$ cat src/rtl/rxdec_pkg.sv
package rxdec_pkg;
    localparam int SYM_W = 5;
    localparam int NIB_W = 4;

    typedef logic [SYM_W-1:0] sym_t;
    typedef logic [NIB_W-1:0] nib_t;

    localparam sym_t CG_SSD1 = 5'b11000;
    localparam sym_t CG_SSD2 = 5'b10001;
    localparam sym_t CG_ESD1 = 5'b01101;
    localparam sym_t CG_ESD2 = 5'b00111;
    localparam sym_t CG_IDLE = 5'b11111;
    localparam nib_t PREAMBLE_NIB = 4'b0101;

    typedef enum logic [1:0] {
        ST_IDLE,
        ST_SSD2,
        ST_DATA,
        ST_ESD2
    } fstate_e;

    typedef struct packed {
        nib_t rxd;
        logic dv;
        logic crs;
        logic er;
    } mii_rx_t;

    typedef struct packed {
        fstate_e st;
        sym_t    sym;
        logic    byp;
        mii_rx_t out;
    } ctl_t;
endpackage

$ cat src/rtl/rxdec_symbol_map.sv
module rxdec_symbol_map
    import rxdec_pkg::*;
(
    input  sym_t code_i,
    output logic is_data_o,
    output nib_t nib_o
);
    always_comb begin
        is_data_o = 1'b1;
        nib_o     = '0;
        unique case (code_i)
            5'b11110: nib_o = 4'h0;
            5'b01001: nib_o = 4'h1;
            5'b10100: nib_o = 4'h2;
            5'b10101: nib_o = 4'h3;
            5'b01010: nib_o = 4'h4;
            5'b01011: nib_o = 4'h5;
            5'b01110: nib_o = 4'h6;
            5'b01111: nib_o = 4'h7;
            5'b10010: nib_o = 4'h8;
            5'b10011: nib_o = 4'h9;
            5'b10110: nib_o = 4'hA;
            5'b10111: nib_o = 4'hB;
            5'b11010: nib_o = 4'hC;
            5'b11011: nib_o = 4'hD;
            5'b11100: nib_o = 4'hE;
            5'b11101: nib_o = 4'hF;
            default:  is_data_o = 1'b0;
        endcase
    end
endmodule

$ cat src/rtl/rxdec_frame_ctl.sv
module rxdec_frame_ctl
    import rxdec_pkg::*;
(
    input  logic    clk,
    input  logic    rst_n,
    input  sym_t    sym_i,
    input  logic    byp_i,
    output mii_rx_t out_o
);
    localparam mii_rx_t MII_QUIET = '0;
    localparam ctl_t    CTL_RST   = '{st: ST_IDLE, sym: CG_IDLE, byp: 1'b0, out: MII_QUIET};

    ctl_t    ctl_d, ctl_q;
    logic    cur_is_data;
    nib_t    cur_nib;
    mii_rx_t mo;

    rxdec_symbol_map u_map (
        .code_i    (ctl_q.sym),
        .is_data_o (cur_is_data),
        .nib_o     (cur_nib)
    );

    always_comb begin
        ctl_d     = ctl_q;
        ctl_d.sym = sym_i;
        ctl_d.byp = byp_i;
        mo        = MII_QUIET;
        unique case (ctl_q.st)
            ST_IDLE: begin
                if (ctl_q.sym == CG_SSD1 && sym_i == CG_SSD2) begin
                    mo       = '{rxd: PREAMBLE_NIB, dv: 1'b1, crs: 1'b1, er: 1'b0};
                    ctl_d.st = ST_SSD2;
                end
            end
            ST_SSD2: begin
                mo       = '{rxd: PREAMBLE_NIB, dv: 1'b1, crs: 1'b1, er: 1'b0};
                ctl_d.st = ST_DATA;
            end
            ST_DATA: begin
                if (ctl_q.sym == CG_ESD1 && sym_i == CG_ESD2) begin
                    ctl_d.st = ST_ESD2;
                end else if (ctl_q.sym == CG_IDLE && sym_i == CG_IDLE) begin
                    mo       = '{rxd: '0, dv: 1'b1, crs: 1'b1, er: 1'b1};
                    ctl_d.st = ST_IDLE;
                end else if (cur_is_data) begin
                    mo = '{rxd: cur_nib, dv: 1'b1, crs: 1'b1, er: 1'b0};
                end else begin
                    mo = '{rxd: '0, dv: 1'b1, crs: 1'b1, er: 1'b1};
                end
            end
            ST_ESD2: begin
                ctl_d.st = ST_IDLE;
            end
            default: ctl_d.st = ST_IDLE;
        endcase
        if (ctl_q.byp) begin
            mo.rxd = ctl_q.sym[NIB_W-1:0];
            mo.er  = ctl_q.sym[SYM_W-1];
        end
        ctl_d.out = mo;
    end

    always_ff @(posedge clk or negedge rst_n) begin
        if (!rst_n) ctl_q <= CTL_RST;
        else        ctl_q <= ctl_d;
    end

    assign out_o = ctl_q.out;


    idle_quiet_chk: assert property (@(posedge clk) disable iff (!rst_n)
        (!ctl_q.out.dv && !$past(ctl_q.byp)) |-> (ctl_q.out.rxd == '0 && !ctl_q.out.er));


    preamble_first_chk: assert property (@(posedge clk) disable iff (!rst_n)
        ($rose(ctl_q.out.dv) && !$past(ctl_q.byp)) |-> ctl_q.out.rxd == PREAMBLE_NIB);


    esd_quiet_chk: assert property (@(posedge clk) disable iff (!rst_n)
        (ctl_q.st == ST_ESD2) |=> !ctl_q.out.dv);


    err_in_frame_chk: assert property (@(posedge clk) disable iff (!rst_n)
        (ctl_q.out.er && !$past(ctl_q.byp)) |-> ctl_q.out.dv);
endmodule

$ cat src/rtl/rxdec_fall_reg.sv
module rxdec_fall_reg
    import rxdec_pkg::*;
(
    input  logic    clk,
    input  logic    rst_n,
    input  mii_rx_t out_i,
    output mii_rx_t port_o
);
    mii_rx_t port_d, port_q;

    always_comb begin
        port_d = out_i;
    end

    always_ff @(negedge clk or negedge rst_n) begin
        if (!rst_n) port_q <= '0;
        else        port_q <= port_d;
    end

    assign port_o = port_q;


    crs_dv_pair_chk: assert property (@(posedge clk) disable iff (!rst_n)
        port_q.dv == port_q.crs);


    rise_hold_chk: assert property (@(negedge clk) disable iff (!rst_n)
        $past(out_i) == out_i |=> port_q == $past(out_i));
endmodule

$ cat src/rtl/rx4b5b_mii_dec.sv
module rx4b5b_mii_dec
    import rxdec_pkg::*;
(
    input  logic             clk,
    input  logic             rst_n,
    input  logic [SYM_W-1:0] sym_i,
    input  logic             bypass_i,
    output logic [NIB_W-1:0] rxd_o,
    output logic             rx_dv_o,
    output logic             crs_o,
    output logic             rx_er_o
);
    mii_rx_t dec_out;
    mii_rx_t port_out;

    rxdec_frame_ctl u_ctl (
        .clk   (clk),
        .rst_n (rst_n),
        .sym_i (sym_i),
        .byp_i (bypass_i),
        .out_o (dec_out)
    );

    rxdec_fall_reg u_fall (
        .clk    (clk),
        .rst_n  (rst_n),
        .out_i  (dec_out),
        .port_o (port_out)
    );

    assign rxd_o   = port_out.rxd;
    assign rx_dv_o = port_out.dv;
    assign crs_o   = port_out.crs;
    assign rx_er_o = port_out.er;
endmodule

$ cat config.mk
export PLATFORM = sky130hd
export DESIGN_NAME = rx4b5b_mii_dec
export DESIGN_NICKNAME = d
export VERILOG_FILES = /design/src/rtl/rxdec_pkg.sv /design/src/rtl/rxdec_symbol_map.sv /design/src/rtl/rxdec_frame_ctl.sv /design/src/rtl/rxdec_fall_reg.sv /design/src/rtl/rx4b5b_mii_dec.sv
export SDC_FILE = /design/constraint.sdc
export NUM_CORES = 1
export LEC_CHECK = 0
export ABC_AREA = 1
export BUFFER_PORTS_ARGS = -buffer_cell sky130_fd_sc_hd__buf_4
export CAP_MARGIN = 20
export CORE_ASPECT_RATIO = 1.2
export CORE_MARGIN = 3
export CORE_UTILIZATION = 52
export CTS_BUF_LIST = sky130_fd_sc_hd__clkbuf_8
export DETAILED_ROUTE_END_ITERATION = 12
export GPL_ROUTABILITY_DRIVEN = 0
export PLACE_DENSITY = 0.75
export SLEW_MARGIN = 30
export SYNTH_ARGS = -nofsm -noshare
export SYNTH_HDL_FRONTEND = slang
export SYNTH_SLANG_ARGS = --single-unit
$ cat constraint.sdc
create_clock -name clk -period 1.85 [get_ports clk]
set_clock_uncertainty 0.05 [all_clocks]
set_input_delay 0.37 -clock clk [delete_from_list [all_inputs] [get_ports clk]]
set_output_delay 0.37 -clock clk [all_outputs]
set_load 0.1 [all_outputs]
# [Word-level counts from Yosys, hierarchy flattened]
# Cells that the tools add are included.
[totals] regBits=22 input_bits=8
[op_classes] n_eq_ne=27 muxes=13 reduce_logical=6
[op_table] operator="$eq 5x5->1 const B" count=15
[op_table] operator="$pmux 4 s15" count=1
[op_table] operator="$eq 5x4->1 const B" count=6
[op_table] operator="$mux 7" count=3
[op_table] operator="$pmux 7 s3" count=1
[op_table] operator="$reduce_or 16->1" count=1
[op_table] operator="$pmux 2 s4" count=1
[op_table] operator="$mux 2" count=3
[op_table] operator="$mux 6" count=1
[op_table] operator="$eq 5x3->1 const B" count=1
[op_table] operator="$eq 2x2->1 const B" count=2
[op_table] operator="$mux 4" count=1
[op_table] operator="$logic_and 1x1->1" count=3
[op_table] operator="$ne 3x1->1 const B" count=1
[op_table] operator="$eq 2x1->1 const B" count=1
[op_table] operator="$logic_not 2->1" count=1
[op_table] operator="$mux 1" count=2
[op_table] operator="$ne 2x1->1 const B" count=1
[op_table] operator="$reduce_and 2->1" count=1

# [Logic depth before layout (Yosys ltp)]
# Gate-level depths: netlist (run 1).
[depth] depth_word=8 ltp_mapped=11 ltp_nobuf=10

# [Hierarchy]
# A second synthesis (run 1) with hierarchy kept.
[hier_totals] cells_unflattened=139 area_unflattened_um2=1108.6
[by_module_without_submodules] module="rxdec_frame_ctl" instances=1 cells_per_inst=87 area_per_inst_um2=699.4 seq_area_each_um2=356.6
[by_module_without_submodules] module="rxdec_symbol_map" instances=1 cells_per_inst=45 area_per_inst_um2=234.0 seq_area_each_um2=0.0
[by_module_without_submodules] module="rxdec_fall_reg" instances=1 cells_per_inst=7 area_per_inst_um2=175.2 seq_area_each_um2=175.2

==> flow_summary_export.csv, run 1 <==
group,metric,value,unit
run_status,violations,"negative setup slack",
floorplanning,fp.dieH,53.49,um
grt,grt.overflow.total,0,
timing,setup_viol,7,
worst_setup_path,rr_startpoint,"u_ctl.out_o[1]",
clock_network,numCtsBuffers,3,
worst_setup_path,cp_num_buf_inv,1,
timing,setup_ws,-0.4620,ns
pwr,cellPowerDensity,1252,nW/um^2
place,hpwl,1404,um
clock_network,cts.sinks,20,
worst_setup_path,crit_path_start_kind,"flop",
worst_hold_path,hold_path_startpoint,"bypass_i",
clock_network,clk_path_buf_depth,2,
floorplanning,ioPinCount,15,
detailed_routing,antenna_left,0,
worst_setup_path,required,1.43,ns
grt,grt_use_total,0.1951,
finish,layout-drive-gt1-share,0.2741,
clock_network,root_buffer,"clkbuf_8",
finish,antenna_cells,0,
worst_setup_path,path_cells,"buf_6",
worst_setup_path,critPathTopFamily,"flip-flops",
worst_setup_path,end_kind,"output port",
finish,syn_to_final_growth,23.56,%
pwr,p_int,0.8649,mW
detailed_routing,drc_errors,0,
synth,synth_cells,119,
detailed_routing,drt-total-wl,1921,um
synth,syn_area,977.2,um^2
floorplanning,dieArea,2437,um^2
pwr,peakVddDrop,726.5,uV
clock_network,post_cts_buffers,0,
run_status,status,"finished with violations",
detailed_routing,vias,841,
grt,grt_pass1_wl,3367,um
timing,drv_slew,0,
worst_hold_path,min_delay_worst_endpoint,"u_ctl.ctl_q[7]",
clock_network,cts_tree,"built",
clock_network,htreeDepth,1,
worst_setup_path,rr_worst_depth,0,
floorplanning,rows,16,
finish,fin_nets,144,
grt,antenna_found_initial,0,
timing,final_hold_viol_count,0,
worst_setup_path,crit_fanout,2,
synth,synth-seq-area-share,0.5186,
worst_hold_path,hold_path_class,"primary input to flop",
pwr,swShare,0.4280,
pwr,combPwrFrac,0.424,
worst_setup_path,critPathMaxStageDelay,0.45,ns
timing,rsz0062_at_grt,"yes",
floorplanning,core_area,1702,um^2
flow_run,drv_cap,0,
detailed_routing,routed_via_density,5.497,
place,numPortBuffers,14,
pwr,switching_power,0.6473,mW
synth,syn_area_per_cell,8.212,um^2
pwr,clock_power_share,0.189,
floorplanning,initial_core_util,0.5743,
detailed_routing,drt_iter0_drc,51,
worst_hold_path,whs_path_depth,1,
timing,tightest_slew,0.3690,ns
synth,synth.distinct_cells,22,
detailed_routing,routedWlPerCell,12.56,um
floorplanning,fp.dieW,45.57,um
finish,design_area,1207,um^2
synth,yosysWarnings,0,
worst_setup_path,cp.arrival,1.89,ns
detailed_routing,first_pass_iters,4,
worst_setup_path,ff2ff_setup_slack,0.36,ns
place,post_dp_cell_area,1082,um^2
clock_network,insertion_delay,0.26,ns
pwr,p_seq_frac,0.387,
grt,grt_pass1_vias,783,
worst_setup_path,path_class,"flop to output port",
timing,relSlewSlack,0.7531,
worst_setup_path,slowest_stage,"dfrtn_1",
worst_setup_path,reg2reg_to,"u_fall.port_o[1]",
place,dpl_worst_slack,-0.1764,ns
synth,synth-seq-cells,20,
grt,grt_max_degree,21,
pwr,power.leakage,0.6125,nW
synth,syn-num-nets,127,
finish,fin_util,0.7096,
clock_network,path_clk_slew,0.07,ns
## metrics by stage
step                hold WS (ns)  total power, mW  TNS, ns  std cells
floorplan                0.02441            1.080   -3.484        119
global placement          0.2034            1.150   -1.038        148
detailed placement        0.2061            1.163   -1.074        148
CTS                       0.1602            1.520   -2.821        153
global route              0.1599            1.588   -2.980        153
finish                    0.1632            1.512   -2.852        153
## flip-flops by register name, indices dropped and copies added, names as in the netlist
signal / count
u_ctl.ctl_q: 8
u_ctl.out_o: 6
u_fall.port_o: 6
## Yosys cell counts
library cell	n	area, um^2
nor2_2	1	6.260
inv_1	9	33.78
o21ai_1	2	10.01
a21oi_2	1	8.760
nand2_2	2	12.51
nand3_1	14	70.07
nor3_2	1	10.01
inv_2	6	22.52
buf_4	3	22.52
a21oi_1	1	5.000
o21a_1	1	7.510
o31ai_1	1	7.510
nand2_1	35	131.4
nor2_4	2	22.52
dfstp_2	5	131.4
dfrtp_1	9	225.2
o22ai_1	2	12.51
nand3_2	2	20.02
nor2_1	12	45.04
nand4_1	2	12.51
nor3_1	2	10.01
dfrtn_1	6	150.1
## power by group through the flow
| stage | registers (mW) | clock network, mW | logic (mW) |
|---|---|---|---|
| 5_1_grt | 0.596 | 0.306 | 0.686 |
| 4_1_cts | 0.583 | 0.292 | 0.646 |
| 3_5_place_dp | 0.577 | 0 | 0.586 |
| 6_report | 0.585 | 0.286 | 0.642 |
| 3_3_place_gp | 0.572 | 0 | 0.578 |
| 2_1_floorplan | 0.773 | 0 | 0.307 |
## layout by cell type, fill, tap and decap left out, types with 2 or more instances in the layout
cell type / synthesis / routed
nand2_2: 2 / 2
clkbuf_8: 0 / 3
nor3_1: 2 / 2
dfstp_2: 5 / 5
o21ai_1: 2 / 2
buf_12: 0 / 5
nand4_1: 2 / 2
inv_2: 6 / 6
buf_4: 3 / 7
o22ai_1: 2 / 2
dfrtn_1: 6 / 6
nand3_1: 14 / 14
nand3_2: 2 / 2
inv_1: 9 / 10
nor2_4: 2 / 2
nand2_1: 35 / 35
nor2_1: 12 / 12
dfrtp_1: 9 / 9
buf_6: 0 / 2
## cell type report
class                   count  area, um^2
repair buffers             15       185.2
clock inverters             1       3.754
well taps                  18       22.52
inverters                  15       56.30
multi-input cells          81       391.6
clock buffers               3       41.29
flip-flops and latches     20       506.7
fillers                   139       494.2
## logic make-up (layout without fill, tap and decap cells)
family,Yosys count,in the layout,synth area share
compound gates,8,8,0.05250
simple gates,73,73,0.3483
flops,20,20,0.5186
buf+inv,18,34,0.08066
## how the worst max path moves through the flow
stage / startpoint / to / cells after the start
finish: u_fall.port_o[1] / crs_o / 1
global route: u_fall.port_o[1] / crs_o / 1
CTS: u_fall.port_o[1] / crs_o / 1
detailed placement: u_fall.port_o[1] / crs_o / 1
global placement: u_fall.port_o[1] / crs_o / 1
floorplan: u_fall.port_o[1] / rx_dv_o / 1
## timing repair
item                                    CTS  global route
hold buffers                              1             0
hold endpoints to repair                  9             0
resized for setup                        17             0
gates cloned                              0             0
endpoints found under the setup margin    7             7
## metal layers
layer  track usage  part of all wire  vias to the layer above
met5             0                 0                        -
met4        0.1024             0.024                        0
met3       0.03061             0.065                        7
met2        0.3488              0.53                       40
met1        0.2123              0.38                      388
li1              -                 -                      406
Note: power is estimated with default switching activity, not from simulation.
==> run 2, diff against run 1 <==
--- a/config.mk
+++ b/config.mk
@@ -15,6 +15,7 @@
 export DETAILED_ROUTE_END_ITERATION = 12
 export GPL_ROUTABILITY_DRIVEN = 0
 export PLACE_DENSITY = 0.75
+export REMOVE_ABC_BUFFERS = 1
 export SLEW_MARGIN = 30
 export SYNTH_ARGS = -nofsm -noshare
 export SYNTH_HDL_FRONTEND = slang
==> run 2 against run 1 <==
The run still ends with negative setup slack left. Cell count is the same. Routed wire length hardly changed. Non-clock buffer count did not move. First-iteration DRC count decreased by 59%. Critical path type unchanged. Highest routed layer unchanged.
==> flow_summary_export.csv, run 2 (synthesis gave the netlist of run 1 again) <==
group,metric,value,unit
detailed_routing,first_pass_iters,4,
pwr,power.leakage,0.6125,nW
detailed_routing,drt_iter0_drc,21,
clock_network,insertion_delay,0.26,ns
clock_network,path_clk_slew,0.07,ns
finish,largest_register_ffs,8,
detailed_routing,routedWlPerCell,12.55,um
worst_hold_path,hold_path_class,"primary input to flop",
detailed_routing,vias,830,
finish,fin_util,0.7096,
floorplanning,dieArea,2437,um^2
grt,grt.overflow.total,0,
detailed_routing,routed_via_density,5.425,
finish,layout_common_cells,"35 x nand2_1, 14 x nand3_1, 12 x nor2_1",
clock_network,cts_tree,"built",
floorplanning,rows,16,
floorplanning,core_area,1702,um^2
worst_setup_path,end_kind,"output port",
pwr,power.total,1.502,mW
finish,syn_to_final_growth,23.56,%
finish,final_common_cell,"nand2_1",
pwr,cellPowerDensity,1244,nW/um^2
place,dpl_worst_slack,-0.1722,ns
timing,setup_viol,7,
worst_setup_path,crit_fanout,2,
detailed_routing,antenna_left,0,
grt,grt_pass1_wl,3180,um
worst_setup_path,critPathTopFamily,"flip-flops",
grt,grt_max_degree,21,
worst_setup_path,required,1.43,ns
finish,design_area,1207,um^2
place,hpwl,1360,um
worst_setup_path,crit_path_start_kind,"flop",
clock_network,root_buffer,"clkbuf_8",
flow_run,drv_cap,0,
finish,antenna_cells,0,
timing,rsz0062_at_grt,"yes",
finish,fillers,125,
timing,tightest_slew,0.3748,ns
run_status,status,"finished with violations",
finish,fin_nets,144,
worst_setup_path,path_class,"flop to output port",
floorplanning,ioPinCount,15,
place,dp.cells,148,
place,post_dp_cell_area,1082,um^2
timing,drv_slew,0,
finish,top_register,"u_ctl.ctl_q",
place,numPortBuffers,14,
pwr,peakVddDrop,911.1,uV
floorplanning,fp.dieW,45.57,um
run_status,violations,"negative setup slack",
floorplanning,initial_core_util,0.5743,
worst_setup_path,cp.arrival,1.88,ns
clock_network,post_cts_buffers,0,
grt,antenna_found_initial,0,
detailed_routing,drc_errors,0,
worst_setup_path,path_cells,"buf_6",
clock_network,numCtsBuffers,3,
timing,setup_ws,-0.4502,ns
timing,final_hold_viol_count,0,
clock_network,cts.sinks,20,
grt,grt_use_total,0.1884,
worst_setup_path,critPathMaxStageDelay,0.44,ns
grt,grt_pass1_vias,753,
worst_setup_path,cp_num_buf_inv,1,
detailed_routing,drt-total-wl,1920,um
floorplanning,fp.dieH,53.49,um
clock_network,clk_path_buf_depth,2,
finish,final_cells,153,
clock_network,htreeDepth,1,
timing,relSlewSlack,0.7492,
finish,layout-drive-gt1-share,0.2741,
timing,hold_ws,0.1654,ns
timing,fin_tns_setup,-2.806,ns
worst_setup_path,slowest_stage,"dfrtn_1",
[run 2: cell counts in the layout (fill, tap and decap cells not counted)]
Identical to the previous run, type by type.
[run 2: cell type report]
cell class                 instances  area, um^2  area share
sequential                        20       506.7      0.4197
multi-input combinational         81       391.6      0.3244
timing repair buffer              15       185.2      0.1534
inverter                          15       56.30     0.04663
clock buffer                       3       41.29     0.03420
tap                               18       22.52     0.01865
clock inverter                     1       3.754    0.003109
[run 2: worst paths after layout]
kind                                  start                to  slack [ns]  cells after the start
hold / removal                     bypass_i    u_ctl.ctl_q[7]        0.17                      1
max in group asynchronous             rst_n  u_fall.port_o[4]        0.24                      2
hold reg to reg              u_ctl.ctl_q[7]    u_ctl.out_o[3]        0.48                      2
min in group asynchronous             rst_n   u_ctl.ctl_q[14]        0.47                      2
setup / recovery           u_fall.port_o[1]           rx_dv_o       -0.45                      1
setup reg to reg             u_ctl.out_o[3]  u_fall.port_o[3]        0.37                      0
[run 2: power breakdown]
part	internal [mW]	switching [mW]	leakage, nW
Clock	0.148	0.131	0.0269
Combinational	0.192	0.450	0.345
Sequential	0.525	0.0561	0.241
[run 2: routing by layer]
metal | share of wire | GRT usage
met5 | 0 | 0
met4 | 0.034 | 0.1366
met3 | 0.052 | 0.02381
met2 | 0.50 | 0.3047
met1 | 0.42 | 0.2217
[run 2: repair_timing]
action,CTS,global route
setup endpoints to repair,7,7
hold buffers,1,0
hold endpoints to repair,9,0
pin swaps,0,0
resized for setup,17,0
